<file path="config.mk">
export PLATFORM = sky130hd
export DESIGN_NAME = pp_perm_check
export DESIGN_NICKNAME = d
export VERILOG_FILES = /design/src/rtl/pp_perm_pkg.sv /design/src/rtl/pp_attr_guard.sv /design/src/rtl/pp_auth_resolve.sv /design/src/rtl/pp_need_check.sv /design/src/rtl/pp_perm_check.sv
export SDC_FILE = /design/constraint.sdc
export NUM_CORES = 1
export LEC_CHECK = 0
export CAP_MARGIN = 5
export CORE_MARGIN = 3
export CORE_UTILIZATION = 18
export CTS_CLUSTER_SIZE = 8
export DETAILED_ROUTE_END_ITERATION = 16
export HOLD_SLACK_MARGIN = 0.1
export PLACE_DENSITY = 0.76
export SYNTH_ARGS = -nofsm -noshare
export SYNTH_HDL_FRONTEND = slang
export SYNTH_SLANG_ARGS = --single-unit
</file>
<file path="constraint.sdc">
create_clock -name clk -period 0.8 [get_ports clk]
set_input_delay 0.24 -clock clk [delete_from_list [all_inputs] [get_ports clk]]
set_output_delay 0.24 -clock clk [all_outputs]
set_load 0.005 [all_outputs]
</file>
<file path="src/rtl/pp_perm_pkg.sv">
package pp_perm_pkg;

   typedef enum logic [1:0] {
      ACC_LOAD  = 2'd0,
      ACC_STORE = 2'd1,
      ACC_FETCH = 2'd2,
      ACC_RSVD  = 2'd3
   } acc_e;

   localparam int RIGHTS_W = 3;
   localparam int RT_READ  = 2;
   localparam int RT_WRITE = 1;
   localparam int RT_EXEC  = 0;

   localparam int CAUSE_W     = 3;
   localparam int CB_GUARD    = 0;
   localparam int CB_PROT     = 1;
   localparam int CB_STORE    = 2;

   localparam logic [1:0] ATT_NONIDEM_IO = 2'b10;

   typedef struct packed {
      logic [RIGHTS_W-1:0] perm;
      logic                fault;
      logic [CAUSE_W-1:0]  cause;
   } verdict_t;

endpackage

</file>
<file path="src/rtl/pp_attr_guard.sv">
module pp_attr_guard
   import pp_perm_pkg::*;
(
   input  logic [1:0] att,
   input  acc_e       acc,
   output logic       guard_hit
);

   always_comb begin
      guard_hit = (acc == ACC_FETCH) && (att == ATT_NONIDEM_IO);
   end

endmodule

</file>
<file path="src/rtl/pp_auth_resolve.sv">
module pp_auth_resolve
   import pp_perm_pkg::*;
#(
   parameter bit MASK_EN = 1'b1
) (
   input  logic [RIGHTS_W-1:0] eaa,
   input  logic                priv,
   input  logic                user,
   input  logic [RIGHTS_W-1:0] amask,
   output logic [RIGHTS_W-1:0] granted
);

   logic [RIGHTS_W-1:0] narrowed;

   generate
      if (MASK_EN) begin : g_mask
         assign narrowed = eaa & amask;
      end else begin : g_nomask
         logic unused_mask;
         assign unused_mask = ^amask;
         assign narrowed    = eaa;
      end
   endgenerate

   always_comb begin
      unique casez ({user, priv})
         2'b11:   granted = '0;
         2'b10:   granted = eaa;
         2'b01:   granted = eaa;
         default: granted = narrowed;
      endcase
   end

endmodule

</file>
<file path="src/rtl/pp_need_check.sv">
module pp_need_check
   import pp_perm_pkg::*;
(
   input  acc_e                acc,
   input  logic [RIGHTS_W-1:0] granted,
   output logic                missing,
   output logic                is_store
);

   logic [RIGHTS_W-1:0] need;

   always_comb begin
      need = '0;
      unique case (acc)
         ACC_STORE: need[RT_WRITE] = 1'b1;
         ACC_FETCH: need[RT_EXEC]  = 1'b1;
         default:   need[RT_READ]  = 1'b1;
      endcase
      missing  = |(need & ~granted);
      is_store = (acc == ACC_STORE);
   end

endmodule

</file>
<file path="src/rtl/pp_perm_check.sv">
module pp_perm_check
   import pp_perm_pkg::*;
#(
   parameter int PTE_W    = 64,
   parameter int ATT_LO   = 4,
   parameter int PRIV_BIT = 3,
   parameter bit MASK_EN  = 1'b1,
   parameter bit OUT_REG  = 1'b1
) (
   input  logic                clk,
   input  logic                rst_n,
   input  logic                in_valid,
   input  logic [PTE_W-1:0]    pte,
   input  logic [1:0]          acc,
   input  logic                user,
   input  logic [2:0]          amask,
   output logic                out_valid,
   output logic [2:0]          out_perm,
   output logic                out_fault,
   output logic [2:0]          out_cause
);

   localparam int ATT_HI = ATT_LO + 1;

   generate
      if (PTE_W < 8) begin : g_chk_width
         $error("pp_perm_check: PTE_W too small");
      end
      if (ATT_HI >= PTE_W) begin : g_chk_att
         $error("pp_perm_check: attribute field outside entry");
      end
      if (PRIV_BIT < RIGHTS_W || PRIV_BIT >= PTE_W ||
          (PRIV_BIT >= ATT_LO && PRIV_BIT <= ATT_HI)) begin : g_chk_priv
         $error("pp_perm_check: privilege bit overlaps another field");
      end
   endgenerate

   acc_e                acc_t;
   logic                guard_hit;
   logic [RIGHTS_W-1:0] granted;
   logic                missing;
   logic                is_store;
   verdict_t            vd;
   logic                unused_pte;

   assign acc_t      = acc_e'(acc);
   assign unused_pte = ^pte;

   pp_attr_guard u_guard (
      .att       (pte[ATT_HI:ATT_LO]),
      .acc       (acc_t),
      .guard_hit (guard_hit)
   );

   pp_auth_resolve #(.MASK_EN(MASK_EN)) u_auth (
      .eaa     (pte[RIGHTS_W-1:0]),
      .priv    (pte[PRIV_BIT]),
      .user    (user),
      .amask   (amask),
      .granted (granted)
   );

   pp_need_check u_need (
      .acc      (acc_t),
      .granted  (granted),
      .missing  (missing),
      .is_store (is_store)
   );

   always_comb begin
      vd.cause = '0;
      vd.perm  = granted;
      if (guard_hit) begin
         vd.perm            = '0;
         vd.cause[CB_GUARD] = 1'b1;
      end else if (missing) begin
         vd.cause[CB_PROT]  = 1'b1;
         vd.cause[CB_STORE] = is_store;
      end
      vd.fault = |vd.cause;
   end

   generate
      if (OUT_REG) begin : g_reg
         always_ff @(posedge clk or negedge rst_n) begin
            if (!rst_n) begin
               out_valid <= 1'b0;
               out_perm  <= '0;
               out_fault <= 1'b0;
               out_cause <= '0;
            end else begin
               out_valid <= in_valid;
               if (in_valid) begin
                  out_perm  <= vd.perm;
                  out_fault <= vd.fault;
                  out_cause <= vd.cause;
               end
            end
         end

         // one request in, one result out on the next edge
         p_latency_r10: assert property (@(posedge clk) disable iff (!rst_n)
            in_valid |=> out_valid);
         p_idle_r10: assert property (@(posedge clk) disable iff (!rst_n)
            !in_valid |=> !out_valid);
         // user access to privileged entry gets nothing
         p_user_priv_empty_r3: assert property (@(posedge clk) disable iff (!rst_n)
            (in_valid && user && pte[PRIV_BIT]) |=> (out_perm == '0));
         // store indicator only on store accesses
         p_store_src_r8: assert property (@(posedge clk) disable iff (!rst_n)
            (out_valid && out_cause[CB_STORE]) |-> ($past(acc) == ACC_STORE));
      end else begin : g_comb
         assign out_valid = in_valid;
         assign out_perm  = vd.perm;
         assign out_fault = vd.fault;
         assign out_cause = vd.cause;
      end
   endgenerate

   // fault flag agrees with the cause vector
   p_clean_cause_r9: assert property (@(posedge clk) disable iff (!rst_n)
      out_valid |-> (out_fault == (|out_cause)));
   // guarded fetch carries no protection or store cause
   p_guard_alone_r1: assert property (@(posedge clk) disable iff (!rst_n)
      (out_valid && out_cause[CB_GUARD]) |-> (out_cause[CB_PROT] == 1'b0 &&
                                             out_cause[CB_STORE] == 1'b0 &&
                                             out_perm == '0));
   // store indicator implies a protection fault
   p_store_needs_prot_r8: assert property (@(posedge clk) disable iff (!rst_n)
      (out_valid && out_cause[CB_STORE]) |-> out_cause[CB_PROT]);

endmodule

</file>
# == After elaboration in Yosys (flattened, before gate mapping) ==
# Cells that the tools add are included.
# W data, S select, Z words.
# word_totals
reg_bits,8
word_cells,26
# classes
bitwise,3
reduce_logical,5
n_mux,8
eq_ne,6
# ops
operator,count
$eq A2 B2 Y1 const B,4
$and A3 B3 Y3,2
$pmux W3 S2,1
$reduce_or A3 Y1,2
$eq A2 B1 Y1 const B,2
$mux W1,4
$mux W2,2
$reduce_or A2 Y1,2
$mux W3,1
$not A3 Y3,1
$logic_and A1 B1 Y1,1

# == Logic depth before layout (Yosys ltp) ==
# Gate-level depths: netlist (run 1).
# logic_depth
ltp_word,9
mapped_depth,6
mapped_depth_nobuf,6

# == Hierarchy ==
# From an unflattened synthesis (run 1), not the netlist that was laid out.
# unflattened
cells_unflattened,47
hier_area_um2,474.2
# modules_own_cells
module,area_per_inst_um2,seq_area_each_um2,cells_each,instances
pp_perm_check,321.6,200.2,28,1
pp_auth_resolve,78.8,0.0,10,1
pp_need_check,61.3,0.0,8,1
pp_attr_guard,12.5,0.0,1,1

# == Worst setup path before layout (run 1) ==
# Ideal clock, no wire load.
# synth_path
path_type,input -> register
from,input pte[3]
to,register out_cause[2]
t_required_ps,664
stages,6
setup_ps,136
n_path_buf,0
t_arrival_ps,1276
path_slack_ps,-612
cell_sequence,inv_1 > ha_1 > nor2b_2 > o21ai_0 > a222oi_1 > o2bb2ai_1
# synth_via
elab_chain_len,8
# synth_rtl
element,line_no,source
"start, declared",pp_perm_check.sv:13,"input logic [PTE_W-1:0] pte,"
$eq A2 B2 Y1 or $eq A2 B1 Y1 (tied branches),pp_auth_resolve.sv:26,"unique casez ({user, priv})"
$reduce_or A2 Y1 (no line),n/a,
$pmux W3 S2 (*),pp_auth_resolve.sv:26,
$not A3 Y3 (*),pp_need_check.sv:19,missing = |(need & ~granted);
$and A3 B3 Y3 (*),pp_need_check.sv:19,
$reduce_or A3 Y1 (*),pp_need_check.sv:19,
$mux W2 (*),pp_perm_check.sv:76,end else if (missing) begin
$mux W2 (*),pp_perm_check.sv:73,if (guard_hit) begin
"end signal, assigned",pp_perm_check.sv:96,out_cause <= vd.cause;
"end, declared",pp_perm_check.sv:20,output logic [2:0] out_cause
# Every way passes the cells marked *; elsewhere a longest branch is shown, timed or not.
# A chain may end at the register's enable or synchronous reset.

# == Worst setup path after layout (run 1) ==
# layout_path
from,input user
to,register out_fault
# layout_via
elab_chain_len,9
# layout_rtl
element,line_no,source
"start, declared",pp_perm_check.sv:15,"input logic user,"
$eq A2 B2 Y1 or $eq A2 B1 Y1 (tied branches),pp_auth_resolve.sv:26,
$reduce_or A2 Y1 (no line),n/a,
$pmux W3 S2 (*),pp_auth_resolve.sv:26,
$not A3 Y3 (*),pp_need_check.sv:19,
$and A3 B3 Y3 (*),pp_need_check.sv:19,
$reduce_or A3 Y1 (*),pp_need_check.sv:19,
$mux W2 (*),pp_perm_check.sv:76,
$mux W2 (*),pp_perm_check.sv:73,
$reduce_or A3 Y1 (*),pp_perm_check.sv:80,vd.fault = |vd.cause;
"end signal, assigned",pp_perm_check.sv:95,out_fault <= vd.fault;
"end, declared",pp_perm_check.sv:19,"output logic out_fault,"
# Marked as above.

==> flow_summary.json, run 1 <==
{
  "status": "finished with violations",
  "violations": "negative setup slack",
  "vias_per_cell": 3.99,
  "drt_first_pass_iters": 4,
  "grtUsageTotal_pct": 9.90,
  "ff2ff_setup_slack_ns": 0.03,
  "antenna_found_initial": 0,
  "crit_path_max_incr_delay_ns": 0.31,
  "period_share_pct": 155,
  "die_h_um": 52.9,
  "synth_nets": 113,
  "cts_root_buf": "clkbuf_4",
  "drive_above_1_share_pct": 60.3,
  "drc": 0,
  "skew_ns": 0,
  "die_area_um2": 2800,
  "crit_type": "input port to register",
  "cp_data_arrival_time_ns": 1.38,
  "maxCapViolations": 0,
  "cts_made_buffers": 3,
  "netlist_instances": 37,
  "synth.area.top_cells": "dfrtp_1, o2bb2ai_1, ha_1, inv_1, and2_2",
  "fin_ws_ns": -0.437,
  "yosysUniqueCellTypes": 14,
  "gp_congestion": 0.639,
  "cts.sinks": 8,
  "worst_pin_slew_ns": 0.357,
  "cts_max_path_buffers": 2,
  "finalCoreUtilization_pct": 39.6,
  "routed_wl_mm": 1.13,
  "synth_edf_count": 0,
  "worstSkewPairLatency_ns": 0.25,
  "grt_max_degree": 9,
  "clock.fmax_mhz": 809,
  "grt_pass1_vias": 468,
  "cp_num_buf_inv": 3,
  "yosysMostFrequentCell": "dfrtp_1",
  "syn_area_um2": 397,
  "fill_cells": 194,
  "nets": 151,
  "yosys-top-cells-count": "dfrtp_1, inv_1, o2bb2ai_1",
  "ant_nets": 0,
  "rsz0062_at_grt": "yes",
  "critPathCaptureType": "register",
  "wire_per_inst_um": 11.3,
  "power_mw": 1.13,
  "crit_path_cell_trace": "buf_8 -> inv_12 -> ha_4 -> nor2b_4 -> o21ai_2 -> a222oi_1 -> buf_4 -> a21oi_2",
  "row_count": 16,
  "dp_hpwl_um": 871,
  "place_area_um2": 751,
  "synth.avg_cell_area_um2": 10.7,
  "ys_ff_latch": 8,
  "startpoint_type": "input port",
  "fin_crit_ns": 1.24,
  "vias": 399,
  "peakVddDrop_mv": 0.539,
  "cts_tree": "yes",
  "final_max_slew_viol_count": 0,
  "h-tree-depth": 1,
  "power.density_nw_per_um2": 1410,
  "setup_violations": 15,
  "coreArea_um2": 2020,
  "synthArstFlopShare_pct": 100,
  "ios": 81,
  "num_antenna_cells": 0,
  "ctsHoldBuffers": 0,
  "syn_to_final_growth_pct": 102,
  "clk_pin_slew_ns": 0.05,
  "grt_pass1_wl_mm": 1.90,
  "final_area_um2": 801,
  "crit_family": "compound AO/OA/AOI/OAI gates",
  "slew_headroom_pct": 76.1,
  "ys.flop_type": "dfrtp_1",
  "ys_warn_count": 0,
  "hp-class": "input port to asynchronous set/reset pin",
  "start_util_pct": 19.6,
  "hold_viol": 0,
  "ys_seq_area_share_pct": 50.5,
  "leakagePower_nw": 0.382,
  "drt_iter0_drc": 4,
  "synth_top_area_share_pct": 50.5,
  "setup.worst_path.start": "user",
  "port_buffers": 22,
  "slowest_stage": "a222oi_1",
  "yosys.area.top_type": "dfrtp_1",
  "cp.required_ns": 0.94,
  "grt-ovfl-total": 0,
  "path_max_fanout": 3,
  "fp.dieW_um": 52.9,
  "r2r-start": "out_fault"
}
[final cells by class]
type                    instances  area, um2  share of cell area [%]
clock buffers                   3       22.5                    2.81
multi-input cells              24        241                    30.2
well taps                      27       33.8                    4.22
inverters                       5       38.8                    4.84
flip-flops and latches          8        200                    25.0
repair buffers                 33        264                    33.0
[per-layer routing]
metal  part of all wire [%]  GRT usage, %
met1                     38          9.98
met2                     55          16.5
met3                    4.2          3.38
met4                    2.6          7.66
met5                      0             0
[flip-flops by register name, summed over array words and instances (netlist names)]
signal / flops
out_fault: 1
out_valid: 1
out_perm: 3
out_cause: 3
[metrics by stage]
step | hold WS [ns] | std cells | worst slack, ns | TNS, ns
after floorplan | -0.0556 | 37 | -0.561 | -2.00
after global placement | 0.484 | 93 | -1.24 | -9.51
after detailed placement | 0.478 | 93 | -1.26 | -9.59
after CTS | 0.259 | 100 | -0.448 | -3.45
after global routing | 0.273 | 100 | -0.496 | -3.89
final | 0.261 | 100 | -0.437 | -3.27
[worst paths after layout]
check	endpoint	cells after the start
max in group asynchronous	out_perm[1]	1
worst min-delay path	out_valid	1
min in group clk	out_valid	2
worst min register to register	out_perm[2]	1
worst max register to register	out_fault	3
worst max-delay path	out_fault	8
[layout by cell type, fill, tap and decap left out, types with 2 or more instances in the layout]
| master | count |
|---|---|
| dlygate4sd2_1 | 5 |
| and2_4 | 3 |
| nor2_1 | 2 |
| buf_2 | 8 |
| clkbuf_4 | 3 |
| clkdlybuf4s50_1 | 5 |
| o21ai_2 | 2 |
| inv_1 | 2 |
| o2bb2ai_2 | 4 |
| dfrtp_1 | 8 |
| buf_4 | 11 |
[cells by family after synthesis]
| kind of cell | synth area share [%] |
|---|---|
| simple gates | 15.8 |
| compound gates | 19.6 |
| buf+inv | 4.73 |
| fa+ha+maj | 9.46 |
| flops | 50.5 |
[report_power, final]
group | switching (mW) | total [mW] | internal [mW]
Sequential | 0.0205 | 0.466 | 0.446
Combinational | 0.141 | 0.356 | 0.215
Clock | 0.133 | 0.304 | 0.171
Total | 0.294 | 1.13 | 0.832
[repair_timing]
action | in CTS | in global routing
resized for setup | 64 | 1
endpoints found under the setup margin | 15 | 15
pin swaps | 10 | 5
setup buffers | 6 | 1
gates cloned | 0 | 0
Note: power is estimated with default switching activity, not from simulation.
==> inputs of run 2 (changes only) <==
- MAX_ROUTING_LAYER: not set -> met4
- PLACE_DENSITY: 0.76 -> 0.77
==> run 2 against run 1 <==
- the run still ends with negative setup slack left
- maximum frequency decreased by 1.5%
- via count increased by 5.3%
- critical path depth unchanged
- worst setup slack got worse by 0.019 ns
- clock skew unchanged
- combinational power increased by 15%
- largest power group unchanged
- register-to-register slack got worse by 0.13 ns
- routed wire length increased by 26%
==> flow_summary.json, run 2 (synthesized netlist as in run 1, its figures left out) <==
{
  "row_count": 16,
  "syn_to_final_growth_pct": 113,
  "period_share_pct": 157,
  "grt_max_degree": 9,
  "dp_cells": 93,
  "nets": 154,
  "cts_max_path_buffers": 2,
  "slew_headroom_pct": 76.2,
  "cts.sinks": 8,
  "grt_pass1_vias": 482,
  "violations": "negative setup slack",
  "final_cells": 103,
  "drt_first_pass_iters": 2,
  "drt_iter0_drc": 4,
  "grt-ovfl-total": 0,
  "fp.dieW_um": 52.9,
  "crit_type": "input port to register",
  "status": "finished with violations",
  "die_area_um2": 2800,
  "internal_power_mw": 0.862,
  "fin_ws_ns": -0.456,
  "switching_share_pct": 26.9,
  "final_cell_mix": "buf_4, dfrtp_1, buf_2",
  "ctsHoldBuffers": 0,
  "startpoint_type": "input port",
  "critPathCaptureType": "register",
  "final_common_cell": "buf_4",
  "hold_viol": 0,
  "routed_wl_mm": 1.42,
  "drc": 0,
  "gp_congestion": 0.681,
  "dp_hpwl_mm": 1.06,
  "cts_made_buffers": 3,
  "rsz0062_at_grt": "yes",
  "die_h_um": 52.9,
  "vias_per_cell": 4.08,
  "power_frac_comb_pct": 34.6,
  "fin_crit_ns": 1.26,
  "top_regs": "out_cause (3), out_perm (3)",
  "num_antenna_cells": 0,
  "leakagePower_nw": 0.402,
  "worst_pin_slew_ns": 0.357,
  "antenna_found_initial": 0,
  "vias": 420,
  "skew_ns": 0,
  "drive_above_1_share_pct": 63.2,
  "cts_tree": "yes",
  "grt_pass1_wl_mm": 2.25,
  "clk_pin_slew_ns": 0.06,
  "pwr-share-seq_pct": 39.7,
  "whs_ns": 0.261,
  "worstSkewPairLatency_ns": 0.25,
  "setup_violations": 15,
  "dp_slack_ns": -1.32,
  "switching_power_mw": 0.318,
  "h-tree-depth": 1,
  "maxCapViolations": 0,
  "final_max_slew_viol_count": 0,
  "path_max_fanout": 3,
  "cts_root_buf": "clkbuf_4",
  "start_util_pct": 19.6,
  "ant_nets": 0,
  "finalCoreUtilization_pct": 41.8,
  "port_buffers": 22,
  "wire_per_inst_um": 13.8,
  "coreArea_um2": 2020,
  "cp.required_ns": 0.93,
  "pwr-share-clk_pct": 25.6,
  "clock.fmax_mhz": 796,
  "hp-class": "input port to asynchronous set/reset pin",
  "ios": 81,
  "power.density_nw_per_um2": 1390,
  "cp_data_arrival_time_ns": 1.39,
  "grtUsageTotal_pct": 12.1,
  "peakVddDrop_mv": 0.640
}
-- run 2: area by class of cell --
class                           count  area, um2
Tap cell                           27       33.8
Inverter                            5       38.8
Fill cell                         193       1180
Multi-Input combinational cell     24        259
Clock buffer                        3       22.5
Sequential cell                     8        200
Timing Repair Buffer               36        292
-- run 2: path summary, 6_finish.rpt --
check	from	end	slack (ns)	cells past startpoint
min in group clk	in_valid	out_valid	0.51	2
hold / removal	rst_n	out_valid	0.26	1
setup reg to reg	out_fault	out_fault	-0.10	4
hold reg to reg	out_cause[0]	out_cause[0]	0.52	2
max in group asynchronous	rst_n	out_perm[1]	0.27	1
setup / recovery	pte[3]	out_cause[2]	-0.46	8
-- run 2: power groups by stage --
stage	combinational (mW)	clock [mW]	sequential (mW)
6_report	0.409	0.302	0.468
5_1_grt	0.443	0.333	0.474
4_1_cts	0.383	0.314	0.468
3_5_place_dp	0.345	0	0.477
3_3_place_gp	0.332	0	0.474
2_1_floorplan	0.106	0	0.476
-- run 2: worst max-delay path, stage by stage --
cell       delay, ns
buf_6           0.09
inv_8           0.03
ha_4            0.24
nor2b_4         0.16
o21ai_2         0.07
a222oi_1        0.31
buf_4           0.19
o2bb2ai_2       0.05
-- run 2: layer usage --
metal  routed length, um  global-route usage [%]
met1                 538                    11.4
met2                 771                    22.1
met3                  61                    3.66
met4                  48                    6.38
met5                   0                       -
-- run 2: metrics by stage --
| step | area (um2) | total power [mW] | setup TNS (ns) |
|---|---|---|---|
| 6_report | 846 | 1.18 | -3.46 |
| 5_1_grt | 846 | 1.25 | -4.03 |
| 4_1_cts | 818 | 1.17 | -3.62 |
| 3_5_place_dp | 751 | 0.822 | -10.06 |
| 3_3_place_gp | 751 | 0.807 | -9.51 |
| 2_1_floorplan | 444 | 0.582 | -2.00 |
-- run 2: timing repair --
action | CTS | global route
setup endpoints to repair | 15 | 15
pin swaps | 9 | 4
setup buffers | 7 | 2
resized for setup | 67 | 3
==> inputs of run 3 (changes only) <==
--- a/config.mk
+++ b/config.mk
@@ -6,8 +6,7 @@
 export NUM_CORES = 1
 export LEC_CHECK = 0
-export CAP_MARGIN = 5
 export CORE_MARGIN = 3
 export CORE_UTILIZATION = 18
-export CTS_CLUSTER_SIZE = 8
+export CTS_CLUSTER_SIZE = 24
 export DETAILED_ROUTE_END_ITERATION = 16
 export HOLD_SLACK_MARGIN = 0.1
==> constraint.sdc (replaced) <==
create_clock -name clk -period 0.8 [get_ports clk]
set_input_delay 0.24 -clock clk [delete_from_list [all_inputs] [get_ports clk]]
set_output_delay 0.24 -clock clk [all_outputs]
set_load 0.05 [all_outputs]
==> run 3 against run 2 <==
- count of clock-buffer cells in the layout increased by 1
- non-clock buffer count decreased by 6
- combinational power increased by 47%
- flip-flop and latch count unchanged
- global-route usage decreased by 1.3 points
- die area unchanged
- the flow still finishes with violations (negative setup slack)
- critical path depth unchanged
- largest cell class unchanged
==> flow_summary.json, run 3 (synthesized netlist as in run 1, its figures left out) <==
{
  "wire_per_inst_um": 12.8,
  "fin_setup_tns_ns": -3.98,
  "grt_max_degree": 9,
  "dp_cells": 92,
  "top_regs": "out_cause (3), out_perm (3)",
  "rsz0062_at_grt": "yes",
  "dp_hpwl_um": 976,
  "crit_type": "input port to register",
  "grt-ovfl-total": 0,
  "ios": 81,
  "fin_ws_ns": -0.471,
  "routed_wl_mm": 1.25,
  "violations": "negative setup slack",
  "clock.fmax_mhz": 787,
  "antenna_found_initial": 0,
  "period_share_pct": 159,
  "cts_root_buf": "clkbuf_4",
  "worstSkewPairLatency_ns": 0.24,
  "hp-class": "input port to asynchronous set/reset pin",
  "fp.dieW_um": 52.9,
  "setup_violations": 14,
  "hold_viol": 0,
  "cts_max_path_buffers": 2,
  "num_antenna_cells": 0,
  "skew_ns": 0,
  "final_max_slew_viol_count": 0,
  "path_max_fanout": 3,
  "cts.sinks": 8,
  "clk_pin_slew_ns": 0.06,
  "vias": 394,
  "cp.required_ns": 0.93,
  "cts_tree": "yes",
  "die_area_um2": 2800,
  "drt_first_pass_iters": 4,
  "cts_made_buffers": 3,
  "grt_pass1_vias": 454,
  "slew_headroom_pct": 76.5,
  "leakagePower_nw": 0.401,
  "nets": 148,
  "drt_iter0_drc": 6,
  "critPathCaptureType": "register",
  "port_buffers": 22,
  "ant_nets": 0,
  "status": "finished with violations",
  "fin_crit_ns": 1.27,
  "peakVddDrop_mv": 0.652,
  "h-tree-depth": 1,
  "grt_pass1_wl_mm": 2.02,
  "syn_to_final_growth_pct": 128,
  "grtUsageTotal_pct": 10.9,
  "vias_per_cell": 4.02,
  "startpoint_type": "input port",
  "final_cells": 98,
  "worst_pin_slew_ns": 0.352,
  "final_cell_mix": "buf_12, buf_4, dfrtp_2",
  "cp_data_arrival_time_ns": 1.40,
  "gp_congestion": 0.698,
  "drive_above_1_share_pct": 66.2,
  "drc": 0,
  "coreArea_um2": 2020,
  "maxCapViolations": 0,
  "power.density_nw_per_um2": 1580,
  "die_h_um": 52.9,
  "row_count": 16,
  "start_util_pct": 19.6,
  "fill_cells": 191
}
-- run 3: cell types whose count changed in the layout (fill, tap and decap cells not counted), moves of 2 or more --
cell / change
buf_12: +7
buf_2: -7
dfrtp_1: -7
dfrtp_2: +7
buf_4: -6
buf_8: +2
o2bb2ai_1: +2
-- run 3: final cells by class --
cell class                 instances  area, um2  area share [%]
sequential                         8        209            23.1
timing repair buffer              30        358            39.6
inverter                           5       38.8            4.29
multi-input combinational         24        239            26.4
clock buffer                       4       26.3            2.90
tap                               27       33.8            3.73
-- run 3: per-layer routing --
metal / global-route usage, % / wire (um) / part of all wire (%)
met1: 10.5 / 454 / 36
met2: 19.0 / 723 / 58
met3: 4.23 / 72 / 5.8
met4: 5.11 / 0 / 0
met5: - / 0 / 0
-- run 3: final timing paths --
path | cells after the start | endpoint | start | slack [ns]
max | 8 | out_cause[1] | user | -0.47
min | 1 | out_cause[2] | rst_n | 0.26
max reg2reg | 2 | out_cause[1] | out_cause[1] | 0.01
min reg2reg | 1 | out_perm[0] | out_perm[0] | 0.54
max in group asynchronous | 1 | out_cause[0] | rst_n | 0.26
min in group clk | 2 | out_valid | in_valid | 0.48
-- run 3: power by group --
group          internal, mW  total [mW]  switching (mW)
combinational         0.324       0.603           0.279
clock                 0.191       0.327           0.136
sequential            0.452       0.500          0.0476
-- run 3: metrics by stage --
step	worst slack [ns]	area [um2]	utilization, %	hold slack [ns]	power (mW)
2_1_floorplan	-0.561	453	-	-0.0556	0.729
3_3_place_gp	-1.24	832	41.2	0.527	1.06
3_5_place_dp	-1.27	832	41.2	0.527	1.07
4_1_cts	-0.441	890	44.0	0.256	1.44
5_1_grt	-0.520	905	44.7	0.279	1.51
6_report	-0.471	905	44.7	0.258	1.43
-- run 3: worst max-delay path, stage by stage --
cell and delay (ns):
buf_8 0.09, inv_12 0.03, ha_4 0.24, nor2b_4 0.16, o21ai_2 0.08, a222oi_1 0.31
buf_4 0.19, o2bb2ai_2 0.05
-- run 3: repair_timing --
action / CTS / global route
setup buffers: 3 / 0
pin swaps: 4 / 4
cloned: 0 / 0
endpoints found under the setup margin: 15 / 15
resized for setup: 24 / 10
hold buffers: 0 / 0
